### src/rtl/sar_adc_pkg.sv
package sar_adc_pkg;
  localparam int CFG_W  = 6;
  localparam int DATA_W = 12;

  typedef enum logic [2:0] {
    ST_IDLE,
    ST_START,
    ST_CONVERT,
    ST_SHIFT,
    ST_ACQUIRE
  } sar_state_e;

  typedef struct packed {
    logic single_ended;
    logic odd_sel;
    logic unipolar;
    logic sleep;
  } sar_cfg_t;

  function automatic logic [CFG_W-1:0] pack_cfg(input sar_cfg_t c);
    return {c.single_ended, c.odd_sel, 2'b00, c.unipolar, c.sleep};
  endfunction
endpackage

### src/rtl/sar_timer.sv
module sar_timer #(
  parameter int W = 8
) (
  input  logic         clk_i,
  input  logic         rst_ni,
  input  logic         load_i,
  input  logic [W-1:0] val_i,
  output logic         zero_o
);
  logic [W-1:0] cnt_q;

  always_ff @(posedge clk_i or negedge rst_ni) begin
    if (!rst_ni)             cnt_q <= '0;
    else if (load_i)         cnt_q <= val_i;
    else if (cnt_q != '0)    cnt_q <= cnt_q - 1'b1;
  end

  assign zero_o = (cnt_q == '0);
endmodule

### src/rtl/sar_sck_gen.sv
module sar_sck_gen #(
  parameter int LO_CYC = 1,
  parameter int HI_CYC = 1,
  parameter int NBITS  = 12,
  parameter int BIT_W  = $clog2(NBITS + 1)
) (
  input  logic             clk_i,
  input  logic             rst_ni,
  input  logic             run_i,
  output logic             sck_o,
  output logic             rise_o,
  output logic             fall_o,
  output logic             last_o,
  output logic [BIT_W-1:0] bit_idx_o
);
  localparam int PH_MAX = (LO_CYC > HI_CYC) ? LO_CYC : HI_CYC;
  localparam int PH_W   = $clog2(PH_MAX + 1);

  logic             sck_q;
  logic [PH_W-1:0]  ph_q;
  logic [BIT_W-1:0] bit_q;

  assign rise_o    = run_i && !sck_q && (ph_q == PH_W'(LO_CYC - 1));
  assign fall_o    = run_i &&  sck_q && (ph_q == PH_W'(HI_CYC - 1));
  assign last_o    = fall_o && (bit_q == BIT_W'(NBITS - 1));
  assign sck_o     = sck_q;
  assign bit_idx_o = bit_q;

  always_ff @(posedge clk_i or negedge rst_ni) begin
    if (!rst_ni) begin
      sck_q <= 1'b0;
      ph_q  <= '0;
      bit_q <= '0;
    end else if (!run_i) begin
      sck_q <= 1'b0;
      ph_q  <= '0;
      bit_q <= '0;
    end else if (rise_o) begin
      sck_q <= 1'b1;
      ph_q  <= '0;
    end else if (fall_o) begin
      sck_q <= 1'b0;
      ph_q  <= '0;
      bit_q <= bit_q + 1'b1;
    end else begin
      ph_q  <= ph_q + 1'b1;
    end
  end

  assert_sck_idle_R3: assert property (@(posedge clk_i) disable iff (!rst_ni)
    !run_i |=> !sck_o);

  assert_high_len_R3: assert property (@(posedge clk_i) disable iff (!rst_ni)
    (sck_o && run_i) |-> (ph_q < PH_W'(HI_CYC)));
endmodule

### src/rtl/sar_shifter.sv
module sar_shifter #(
  parameter int CFG_W  = 6,
  parameter int DATA_W = 12
) (
  input  logic              clk_i,
  input  logic              rst_ni,
  input  logic              load_i,
  input  logic [CFG_W-1:0]  word_i,
  input  logic              shift_out_i,
  input  logic              shift_in_i,
  input  logic              sdo_i,
  output logic              sdi_o,
  output logic [DATA_W-1:0] rx_o
);
  localparam int PAD_W = DATA_W - CFG_W;

  logic [DATA_W-1:0] tx_q;
  logic [DATA_W-1:0] rx_q;
  logic [DATA_W-1:0] tx_init;

  generate
    if (PAD_W > 0) begin : g_pad
      assign tx_init = {word_i, {PAD_W{1'b0}}};
    end else begin : g_nopad
      assign tx_init = word_i[CFG_W-1 -: DATA_W];
    end
  endgenerate

  always_ff @(posedge clk_i or negedge rst_ni) begin
    if (!rst_ni) begin
      tx_q <= '0;
      rx_q <= '0;
    end else if (load_i) begin
      tx_q <= tx_init;
      rx_q <= '0;
    end else begin
      if (shift_out_i) tx_q <= {tx_q[DATA_W-2:0], 1'b0};
      if (shift_in_i)  rx_q <= {rx_q[DATA_W-2:0], sdo_i};
    end
  end

  assign sdi_o = tx_q[DATA_W-1];
  assign rx_o  = rx_q;

  assert_no_dual_shift_R4: assert property (@(posedge clk_i) disable iff (!rst_ni)
    load_i |-> !(shift_out_i || shift_in_i));
endmodule

### src/rtl/sar_adc_ctrl.sv
module sar_adc_ctrl
  import sar_adc_pkg::*;
#(
  parameter int CLK_HZ     = 125_000_000,
  parameter int ACQ_NS     = 240,
  parameter int START_CYC  = 2,
  parameter int CONV_CYC   = 200,
  parameter int SCK_LO_CYC = 3,
  parameter int SCK_HI_CYC = 3
) (
  input  logic              clk_i,
  input  logic              rst_ni,
  input  logic              start_i,
  input  logic              se_i,
  input  logic              odd_i,
  input  logic              uni_i,
  input  logic              sleep_i,
  output logic              busy_o,
  output logic [DATA_W-1:0] data_o,
  output logic              valid_o,
  output logic              data_ok_o,
  output logic              adc_convst_o,
  output logic              adc_sck_o,
  output logic              adc_sdi_o,
  input  logic              adc_sdo_i
);
  localparam longint ACQ_RAW = (longint'(CLK_HZ) * ACQ_NS + 64'd999_999_999) / 64'd1_000_000_000;
  localparam int ACQ_CYC = (ACQ_RAW < 1) ? 1 : int'(ACQ_RAW);
  localparam int ACQ_W   = $clog2(ACQ_CYC + 1);
  localparam int TMR_MAX = (START_CYC > CONV_CYC) ? START_CYC : CONV_CYC;
  localparam int TMR_W   = $clog2(TMR_MAX + 1);
  localparam int BIT_W   = $clog2(DATA_W + 1);

  sar_state_e        state_q;
  logic              convst_q, valid_q, ok_q, primed_q;
  logic [DATA_W-1:0] data_q;
  logic [ACQ_W-1:0]  acq_q;
  logic              acq_ok;

  logic              tmr_load, tmr_zero;
  logic [TMR_W-1:0]  tmr_val;

  logic              sck_run, sck_rise, sck_fall, sck_last;
  logic [BIT_W-1:0]  bit_idx;

  logic              sh_load;
  logic [DATA_W-1:0] rx_word;
  sar_cfg_t          cfg;

  assign cfg = '{single_ended: se_i, odd_sel: odd_i, unipolar: uni_i, sleep: sleep_i};

  assign tmr_load = (state_q == ST_IDLE && start_i) || (state_q == ST_START && tmr_zero);
  assign tmr_val  = (state_q == ST_IDLE) ? TMR_W'(START_CYC - 1) : TMR_W'(CONV_CYC - 1);
  assign sh_load  = (state_q == ST_CONVERT) && tmr_zero;
  assign sck_run  = (state_q == ST_SHIFT);
  assign acq_ok   = (acq_q >= ACQ_W'(ACQ_CYC));

  sar_timer #(.W(TMR_W)) u_timer (
    .clk_i  (clk_i),
    .rst_ni (rst_ni),
    .load_i (tmr_load),
    .val_i  (tmr_val),
    .zero_o (tmr_zero)
  );

  sar_sck_gen #(
    .LO_CYC (SCK_LO_CYC),
    .HI_CYC (SCK_HI_CYC),
    .NBITS  (DATA_W),
    .BIT_W  (BIT_W)
  ) u_sck (
    .clk_i     (clk_i),
    .rst_ni    (rst_ni),
    .run_i     (sck_run),
    .sck_o     (adc_sck_o),
    .rise_o    (sck_rise),
    .fall_o    (sck_fall),
    .last_o    (sck_last),
    .bit_idx_o (bit_idx)
  );

  sar_shifter #(.CFG_W(CFG_W), .DATA_W(DATA_W)) u_shift (
    .clk_i       (clk_i),
    .rst_ni      (rst_ni),
    .load_i      (sh_load),
    .word_i      (pack_cfg(cfg)),
    .shift_out_i (sck_fall),
    .shift_in_i  (sck_rise),
    .sdo_i       (adc_sdo_i),
    .sdi_o       (adc_sdi_o),
    .rx_o        (rx_word)
  );

  // track interval opens at the rising edge that clocks in the last setup bit
  always_ff @(posedge clk_i or negedge rst_ni) begin
    if (!rst_ni)                                         acq_q <= ACQ_W'(ACQ_CYC);
    else if (sck_rise && bit_idx == BIT_W'(CFG_W - 1))   acq_q <= ACQ_W'(1);
    else if (!acq_ok)                                    acq_q <= acq_q + 1'b1;
  end

  always_ff @(posedge clk_i or negedge rst_ni) begin
    if (!rst_ni) begin
      state_q  <= ST_IDLE;
      convst_q <= 1'b0;
      valid_q  <= 1'b0;
      ok_q     <= 1'b0;
      primed_q <= 1'b0;
      data_q   <= '0;
    end else begin
      valid_q <= 1'b0;
      unique case (state_q)
        ST_IDLE: if (start_i) begin
          state_q  <= ST_START;
          convst_q <= 1'b1;
        end
        ST_START: if (tmr_zero) begin
          state_q  <= ST_CONVERT;
          convst_q <= 1'b0;
        end
        ST_CONVERT: if (tmr_zero) state_q <= ST_SHIFT;
        ST_SHIFT: if (sck_last) begin
          state_q  <= ST_ACQUIRE;
          data_q   <= rx_word;
          valid_q  <= 1'b1;
          ok_q     <= primed_q;
          primed_q <= 1'b1;
        end
        ST_ACQUIRE: if (acq_ok) state_q <= ST_IDLE;
        default: state_q <= ST_IDLE;
      endcase
    end
  end

  assign busy_o       = (state_q != ST_IDLE);
  assign adc_convst_o = convst_q;
  assign valid_o      = valid_q;
  assign data_o       = data_q;
  assign data_ok_o    = ok_q;

  // independent observer of the serial lines for the track-time check
  localparam int RC_W = $clog2(DATA_W + 2);
  logic             chk_sck_d;
  logic [RC_W-1:0]  chk_rises;
  logic [ACQ_W-1:0] chk_since;

  always_ff @(posedge clk_i or negedge rst_ni) begin
    if (!rst_ni) begin
      chk_sck_d <= 1'b0;
      chk_rises <= '0;
      chk_since <= ACQ_W'(ACQ_CYC);
    end else begin
      chk_sck_d <= adc_sck_o;
      if (adc_convst_o) chk_rises <= '0;
      else if (adc_sck_o && !chk_sck_d) chk_rises <= chk_rises + 1'b1;
      if (adc_sck_o && !chk_sck_d && chk_rises == RC_W'(CFG_W - 1)) chk_since <= ACQ_W'(1);
      else if (chk_since < ACQ_W'(ACQ_CYC)) chk_since <= chk_since + 1'b1;
    end
  end

  assert_strobe_on_request_R2: assert property (@(posedge clk_i) disable iff (!rst_ni)
    $rose(adc_convst_o) |-> ($past(start_i) && $past(!busy_o)));

  assert_sck_in_burst_R3: assert property (@(posedge clk_i) disable iff (!rst_ni)
    adc_sck_o |-> (busy_o && !adc_convst_o));

  assert_sdi_stable_high_R4: assert property (@(posedge clk_i) disable iff (!rst_ni)
    (adc_sck_o && $past(adc_sck_o)) |-> $stable(adc_sdi_o));

  assert_sdi_tail_low_R4: assert property (@(posedge clk_i) disable iff (!rst_ni)
    (adc_sck_o && chk_rises > RC_W'(CFG_W)) |-> !adc_sdi_o);

  assert_valid_single_R5: assert property (@(posedge clk_i) disable iff (!rst_ni)
    valid_o |=> !valid_o);

  assert_track_window_R7: assert property (@(posedge clk_i) disable iff (!rst_ni)
    $rose(adc_convst_o) |-> (chk_since >= ACQ_W'(ACQ_CYC)));

  assert_idle_quiet_R8: assert property (@(posedge clk_i) disable iff (!rst_ni)
    !busy_o |-> (!adc_sck_o && !adc_convst_o && !valid_o));
endmodule

### config.mk
export PLATFORM = sky130hd
export DESIGN_NAME = sar_adc_ctrl
export DESIGN_NICKNAME = d
export VERILOG_FILES = /design/src/rtl/sar_adc_pkg.sv /design/src/rtl/sar_timer.sv /design/src/rtl/sar_sck_gen.sv /design/src/rtl/sar_shifter.sv /design/src/rtl/sar_adc_ctrl.sv
export SDC_FILE = /design/constraint.sdc
export NUM_CORES = 1
export LEC_CHECK = 0
export ABC_CLOCK_PERIOD_IN_PS = 4100
export BUFFER_PORTS_ARGS = -buffer_cell sky130_fd_sc_hd__buf_2
export CAP_MARGIN = 25
export CORE_ASPECT_RATIO = 2
export CORE_MARGIN = 2
export CORE_UTILIZATION = 55
export DETAILED_ROUTE_END_ITERATION = 6
export PLACE_DENSITY = 0.85
export SYNTH_ARGS = -nofsm -noshare
export SYNTH_HDL_FRONTEND = slang
export SYNTH_HIERARCHICAL = 1
export SYNTH_SLANG_ARGS = --single-unit
### constraint.sdc
create_clock -name clk_i -period 4.1 [get_ports clk_i]
set_clock_uncertainty 0.05 [all_clocks]
set_input_delay 1.23 -clock clk_i [delete_from_list [all_inputs] [get_ports clk_i]]
set_output_delay 1.23 -clock clk_i [all_outputs]
set_load 0.01 [all_outputs]
[After elaboration in Yosys (flattened, before gate mapping)]
Cells that the tools add are included.
Storage, ports and cells
  ROM bits: 0
  input bits: 8
  bits in latches: 0
  bits in writable memories: 0
  word-level logic and storage cells: 86
  memories: 0
  register bits: 63
  output and inout port bits: 18
Cells by class
  order comparisons: 1
  add/subtract/negate cells: 4
  equality and inequality tests: 16
  muxes and demuxes: 29
  bitwise operators: 0
  reduce and logical (&&, ||, !) cells: 23
  div/mod/pow operators: 0
  shifts and indexed selects: 0
  $mul: 0
Operator list (count)
  $mux W12: 4
  $mux W8: 3
  $mux W3: 5
  $pmux W3 S5: 1
  $ne A2 B2 Y1 const B: 7
  $mux W4: 3
  $mux W5: 2
  $logic_and A1 B1 Y1: 9
  $logic_not A8 Y1: 1
  $reduce_bool A2 Y1: 4
  $reduce_bool A8 Y1: 1
  $sub A8 B1 Y8 const B: 1
  $mux W1: 7
  $eq A3 B2 Y1 const B: 2
  $mux W2: 3
  $add A5 B1 Y5 const B: 1
  $ge A5 B5 Y1 const B: 1
  $reduce_and A5 Y1: 1
  $add A4 B1 Y4 const B: 1
  $eq A4 B3 Y1 const B: 1
  $eq A4 B4 Y1 const B: 1
  $reduce_and A2 Y1: 2
  $eq A3 B1 Y1 const B: 1
  $eq A3 B3 Y1 const B: 1
  other kinds (10): 10

[Depth between registers and ports, before layout]
  depth in word-level cells: 6
  mapped depth: 10
  gate-level depth less buffers: 9

[By module]
The synthesis kept the hierarchy.
Modules (own cells, without submodules)
  sar_adc_ctrl: area each 1132.3 um^2, instances 1, cells each 89
  sar_shifter: area each 752.0 um^2, instances 1, cells each 64
  sar_timer: area each 476.7 um^2, instances 1, cells each 54
  sar_sck_gen: area each 339.1 um^2, instances 1, cells each 32

[Least setup slack after synthesis]
No wires, ideal clock.
  path kind: register -> register
  start: reg u_timer.cnt_q[0]
  end: reg u_shift.rx_q[0], in the netlist u_shift/rx_o[0]
  path buffers: 2
  slack: 1.563 ns
  arrival time: 2.355 ns
  required time: 3.918 ns
  stages on the path, launching flop included: 9
  cell sequence: dfrtp_1 inv_1 ha_1 or3b_1 clkbuf_2 nor2_1 nor4bb_1 clkbuf_1 nor2_1
On the way
  word-level cells in the longest chain between the ends: 3
  elaborated cells between the ends (all ways): 4
  those cells by class: mux (1); reduce/logical (3)
Ends and longest elaborated chain
  start, declared: RTL line sar_timer.sv:10  | logic [W-1:0] cnt_q;
  start signal, assigned: RTL line sar_timer.sv:14  | else if (load_i) cnt_q <= val_i;
  start signal, assigned: RTL line sar_timer.sv:15  | else if (cnt_q != '0) cnt_q <= cnt_q - 1'b1;
  $logic_not A8 Y1 (*): RTL line sar_timer.sv:18  | assign zero_o = (cnt_q == '0);
  via tmr_zero: RTL line sar_adc_ctrl.sv:40  | logic tmr_load, tmr_zero;
  $logic_and A1 B1 Y1 (*): RTL line sar_adc_ctrl.sv:54  | assign sh_load = (state_q == ST_CONVERT) && tmr_zero;
  via sh_load: RTL line sar_adc_ctrl.sv:46  | logic sh_load;
  $mux W12 / $reduce_bool A2 Y1 (equally long branches)
  end signal, assigned: RTL line sar_shifter.sv:38  | if (shift_in_i) rx_q <= {rx_q[DATA_W-2:0], sdo_i};
  end, declared: RTL line sar_shifter.sv:18  | logic [DATA_W-1:0] rx_q;
The timed path passes the listed nets; every way through them passes the cells marked *.
A chain may end at the register's enable or synchronous reset.

[Worst setup path in the final report]
  start: reg u_timer.cnt_q[0]
  end: reg u_shift.tx_q[6]
On the way
  word-level cells in the longest chain between the ends: 3
  elaborated cells between the ends (all ways): 4
  those cells by class: mux (1); reduce/logical (3)
Ends and longest elaborated chain
  $logic_not A8 Y1 (*): RTL line sar_timer.sv:18
  via tmr_zero: RTL line sar_adc_ctrl.sv:40
  $logic_and A1 B1 Y1 (*): RTL line sar_adc_ctrl.sv:54
  via sh_load: RTL line sar_adc_ctrl.sv:46
  $mux W12 / $reduce_bool A2 Y1 (equally long branches)
  end signal, assigned: RTL line sar_shifter.sv:34  | tx_q <= tx_init;
  end signal, assigned: RTL line sar_shifter.sv:37  | if (shift_out_i) tx_q <= {tx_q[DATA_W-2:0], 1'b0};
  end, declared: RTL line sar_shifter.sv:17  | logic [DATA_W-1:0] tx_q;
Marked as above.

==> summary.md <==
| Metric | Value |
|---|---|
| Clock network fraction of total power | 37.6% |
| First-pass GRT wire length | 8780 um |
| Setup TNS | 0 ps |
| Slew HR | 31.3% |
| Num rows | 36 |
| DRT Pass-1 Iters | 4 |
| Achievable frequency | 319 MHz |
| Detail Route Antenna Nets | 0 |
| Crit path time final | 3130 ps |
| Top-area cell type share of the netlist area | 49.1% |
| Primary FF master, synth | dfrtp_1 |
| Reg2Reg Setup Slack | 970 ps |
| CP Data Arrival Time | 3280 ps |
| Syn. warnings | 6 |
| MaxCap Viol Count | 0 |
| Postcts setup bufs | 0 |
| Largest net degree at the start of global routing | 58 |
| Run status | finished clean |
| Via density | 5.73 |
| PortBufs | 25 |
| Vias | 1,909 |
| Crit-path max FO | 24 |
| Clock Sinks | 57 |
| CTS tree | built |
| DIE AREA | 5520 um2 |
| Routed wire length per instance | 15.4 um |
| Fillers | 370 |
| Final setup fails | 0 |
| Gp weighted congestion | 0.774 |
| Clock transition at the registers of the reported paths | 60 ps |
| Total Wirelength | 5120 um |
| Worst-path cell chain | inv_1 > ha_1 > or3b_1 > nor2_1 > nor4bb_4 > nand2b_1 > o21ai_0 |
| CTS Buf Count | 9 |
| HPWL Detailed | 3500 um |
| Max incr delay on CP | 1010 ps |
| Worst Max-Slew Pin Slew | 1030 ps |
| Root buf cell | clkbuf_8 |
| Final nets | 284 |
| Core area | 4820 um2 |
| Vias in the first global route | 1,923 |
| Most frequent cells in the layout | dfrtp_1 (53), nor2_1 (25), buf_2 (25) |
| Synth top area cells | dfrtp_1 (49%), mux2i_1 (6.7%), dfstp_2 (3.9%), mux2_4 (3.9%), nor2_1 (3.5%) |
| Mapped cell area | 2700 um2 |
| Cells after Synth | 239 |
| Kind of critical path | reg -> reg |
| Largest area contributor in the netlist | dfrtp_1 |
| Critical Path RT | 4250 ps |
| RSZ-0062 raised after global routing | no |
| Layout cells sized above 1 | 22.8% |
| Clock Tree Buf Depth | 2 |
| Die width | 53.5 um |
| Die Span Y | 103 um |
| Startpoint types | flop |
| Critical path capture point type | flop |
| Pwr Density | 500 nW/um2 |
| Mean cell area of the mapped netlist | 11.3 um2 |
| Tcrit/Tclk final | 76.4% |
| Hold_buf cts | 0 |
| FF+latch count, synth | 57 |
| Register area share after synthesis | 53.0% |
| Final Slew Violations | 0 |
| Logic gate share of total power | 16.2% |
| Flop pwr share | 46.2% |
| Hold Fails Final Rpt | 0 |
| GRT overflow | 0 |
| H-tree depth | 3 |
| Diode count | 0 |
| I/O pin count | 26 |
| Hold WC Path Type | reg -> reg |
| Placed Area | 2870 um2 |
| Gr usage total | 22.3% |
| Switching part of the total power | 27.6% |
| Async SR Flop Fraction | 100% |
| Worst-Skew Late Latency | 330 ps |
| Resized Gates After CTS | 0 |
| Highest-delay cell along the critical path | nor4bb_4 |
| DRT iter0 DRCs | 39 |
| Number of synthesized flops with an enable pin | 0 |
| Design area | 3090 um2 |
| Leakage | 1.43 nW |
| Maximum vdd drop | 480 uV |
| NetSw | 0.000427 W |
| Initial antenna violation count | 0 |
| # DRC | 0 |
| Synth unique cells | 55 |
| Int Power | 0.00112 W |
| Area Growth Syn to Fin | 14.6% |
| Starting Density | 56.0% |
| Commonest non-fill, non-tap cell in the layout | dfrtp_1 |
[power by group through the flow]
stage / logic (W) / clock network [W] / registers [W]
final: 0.000250 / 0.000581 / 0.000714
after global routing: 0.000287 / 0.000616 / 0.000724
after CTS: 0.000251 / 0.000592 / 0.000710
after detailed placement: 0.000248 / 0 / 0.000721
after global placement: 0.000243 / 0 / 0.000715
after floorplan: 0.000197 / 0 / 0.000694
[path summary, 6_finish.rpt]
path	from	endpoint	cells past startpoint
setup / recovery	u_timer/cnt_q[0]	u_shift/tx_q[6]	7
hold / removal	u_sck/ph_q[0]	u_sck/ph_q[0]	1
setup reg to reg	u_timer/cnt_q[0]	u_shift/tx_q[6]	7
hold reg to reg	u_sck/ph_q[0]	u_sck/ph_q[0]	1
max in group asynchronous	rst_ni	state_q[2]	2
min in group asynchronous	rst_ni	u_timer/cnt_q[6]	2
[cells in the mapped netlist (3+ instances only)]
| cell | n |
|---|---|
| buf_6 | 3 |
| mux2_2 | 7 |
| a31oi_1 | 3 |
| mux2i_1 | 18 |
| mux2_4 | 7 |
| nor2_1 | 25 |
| dfrtp_1 | 53 |
| or3_1 | 3 |
| inv_1 | 6 |
| nand2_1 | 17 |
| dfstp_2 | 4 |
| ha_1 | 5 |
| and2_1 | 3 |
| buf_2 | 4 |
| xnor2_1 | 4 |
| a21oi_1 | 5 |
| nand2b_1 | 3 |
| nor3_1 | 7 |
| o21ai_0 | 10 |
| nand3_1 | 8 |
| o31ai_1 | 3 |
[per-stage QoR]
step | hold WS [ps] | worst slack [ps] | std cells | util, % | power (W)
final | 377 | 966 | 333 | 64.2 | 0.00155
after global routing | 403 | 731 | 333 | 64.2 | 0.00163
after CTS | 381 | 1020 | 333 | 64.2 | 0.00155
after detailed placement | 372 | 1030 | 317 | 59.6 | 0.000968
after global placement | 361 | 1140 | 317 | 59.6 | 0.000958
after floorplan | 353 | 1560 | 243 | - | 0.000891
[worst max-delay path, delay by kind of cell, from the launching register on]
family	cells	cell delay (ps)
adders and majority gates	1	220
and+or+nand+nor	4	2150
buffers and inverters	1	90
DFF	1	410
AOI/OAI and AO/OA	1	80
[sequential cells by signal, summed over array words and instances, names as in the netlist]
register and count:
acq_q 5, adc_convst_o 1, data_o 12, data_ok_o 1, primed_q 1, state_q 3
u_sck/bit_idx_o 4, u_sck/ph_q 2, u_sck/sck_o 1, u_shift/rx_o 12, u_shift/tx_q 6, u_timer/cnt_q 8
valid_o 1
[layer usage]
| layer | global-route usage, % | vias to the layer above | share of wire, % |
|---|---|---|---|
| li1 | - | 910 | - |
| met1 | 24.9 | 942 | 38 |
| met2 | 37.6 | 47 | 55 |
| met3 | 5.80 | 10 | 4.0 |
| met4 | 12.0 | 0 | 2.3 |
| met5 | 0 | - | 0 |
[cells by family after synthesis]
| family | after synthesis | synth area share [%] |
|---|---|---|
| adder cells (fa/ha/maj) | 5 | 2.32 |
| other | 2 | 0.278 |
| buffers and inverters | 17 | 3.75 |
| AO/OA/AOI/OAI | 36 | 8.85 |
| AND/OR/NAND/NOR | 85 | 16.7 |
| multiplexers | 32 | 13.5 |
| flip-flops | 57 | 53.0 |
| XOR/XNOR | 5 | 1.62 |
[layout make-up]
cell class                      count  area (um2)  area share, %
Timing Repair Buffer               28         148           4.77
Tap cell                           57        71.3           2.31
Clock buffer                       14         163           5.26
Clock inverter                      2        60.1           1.94
Inverter                            6        22.5          0.728
Multi-Input combinational cell    169        1200           38.7
Sequential cell                    57        1430           46.3
Power figures use the tool's default switching activity.
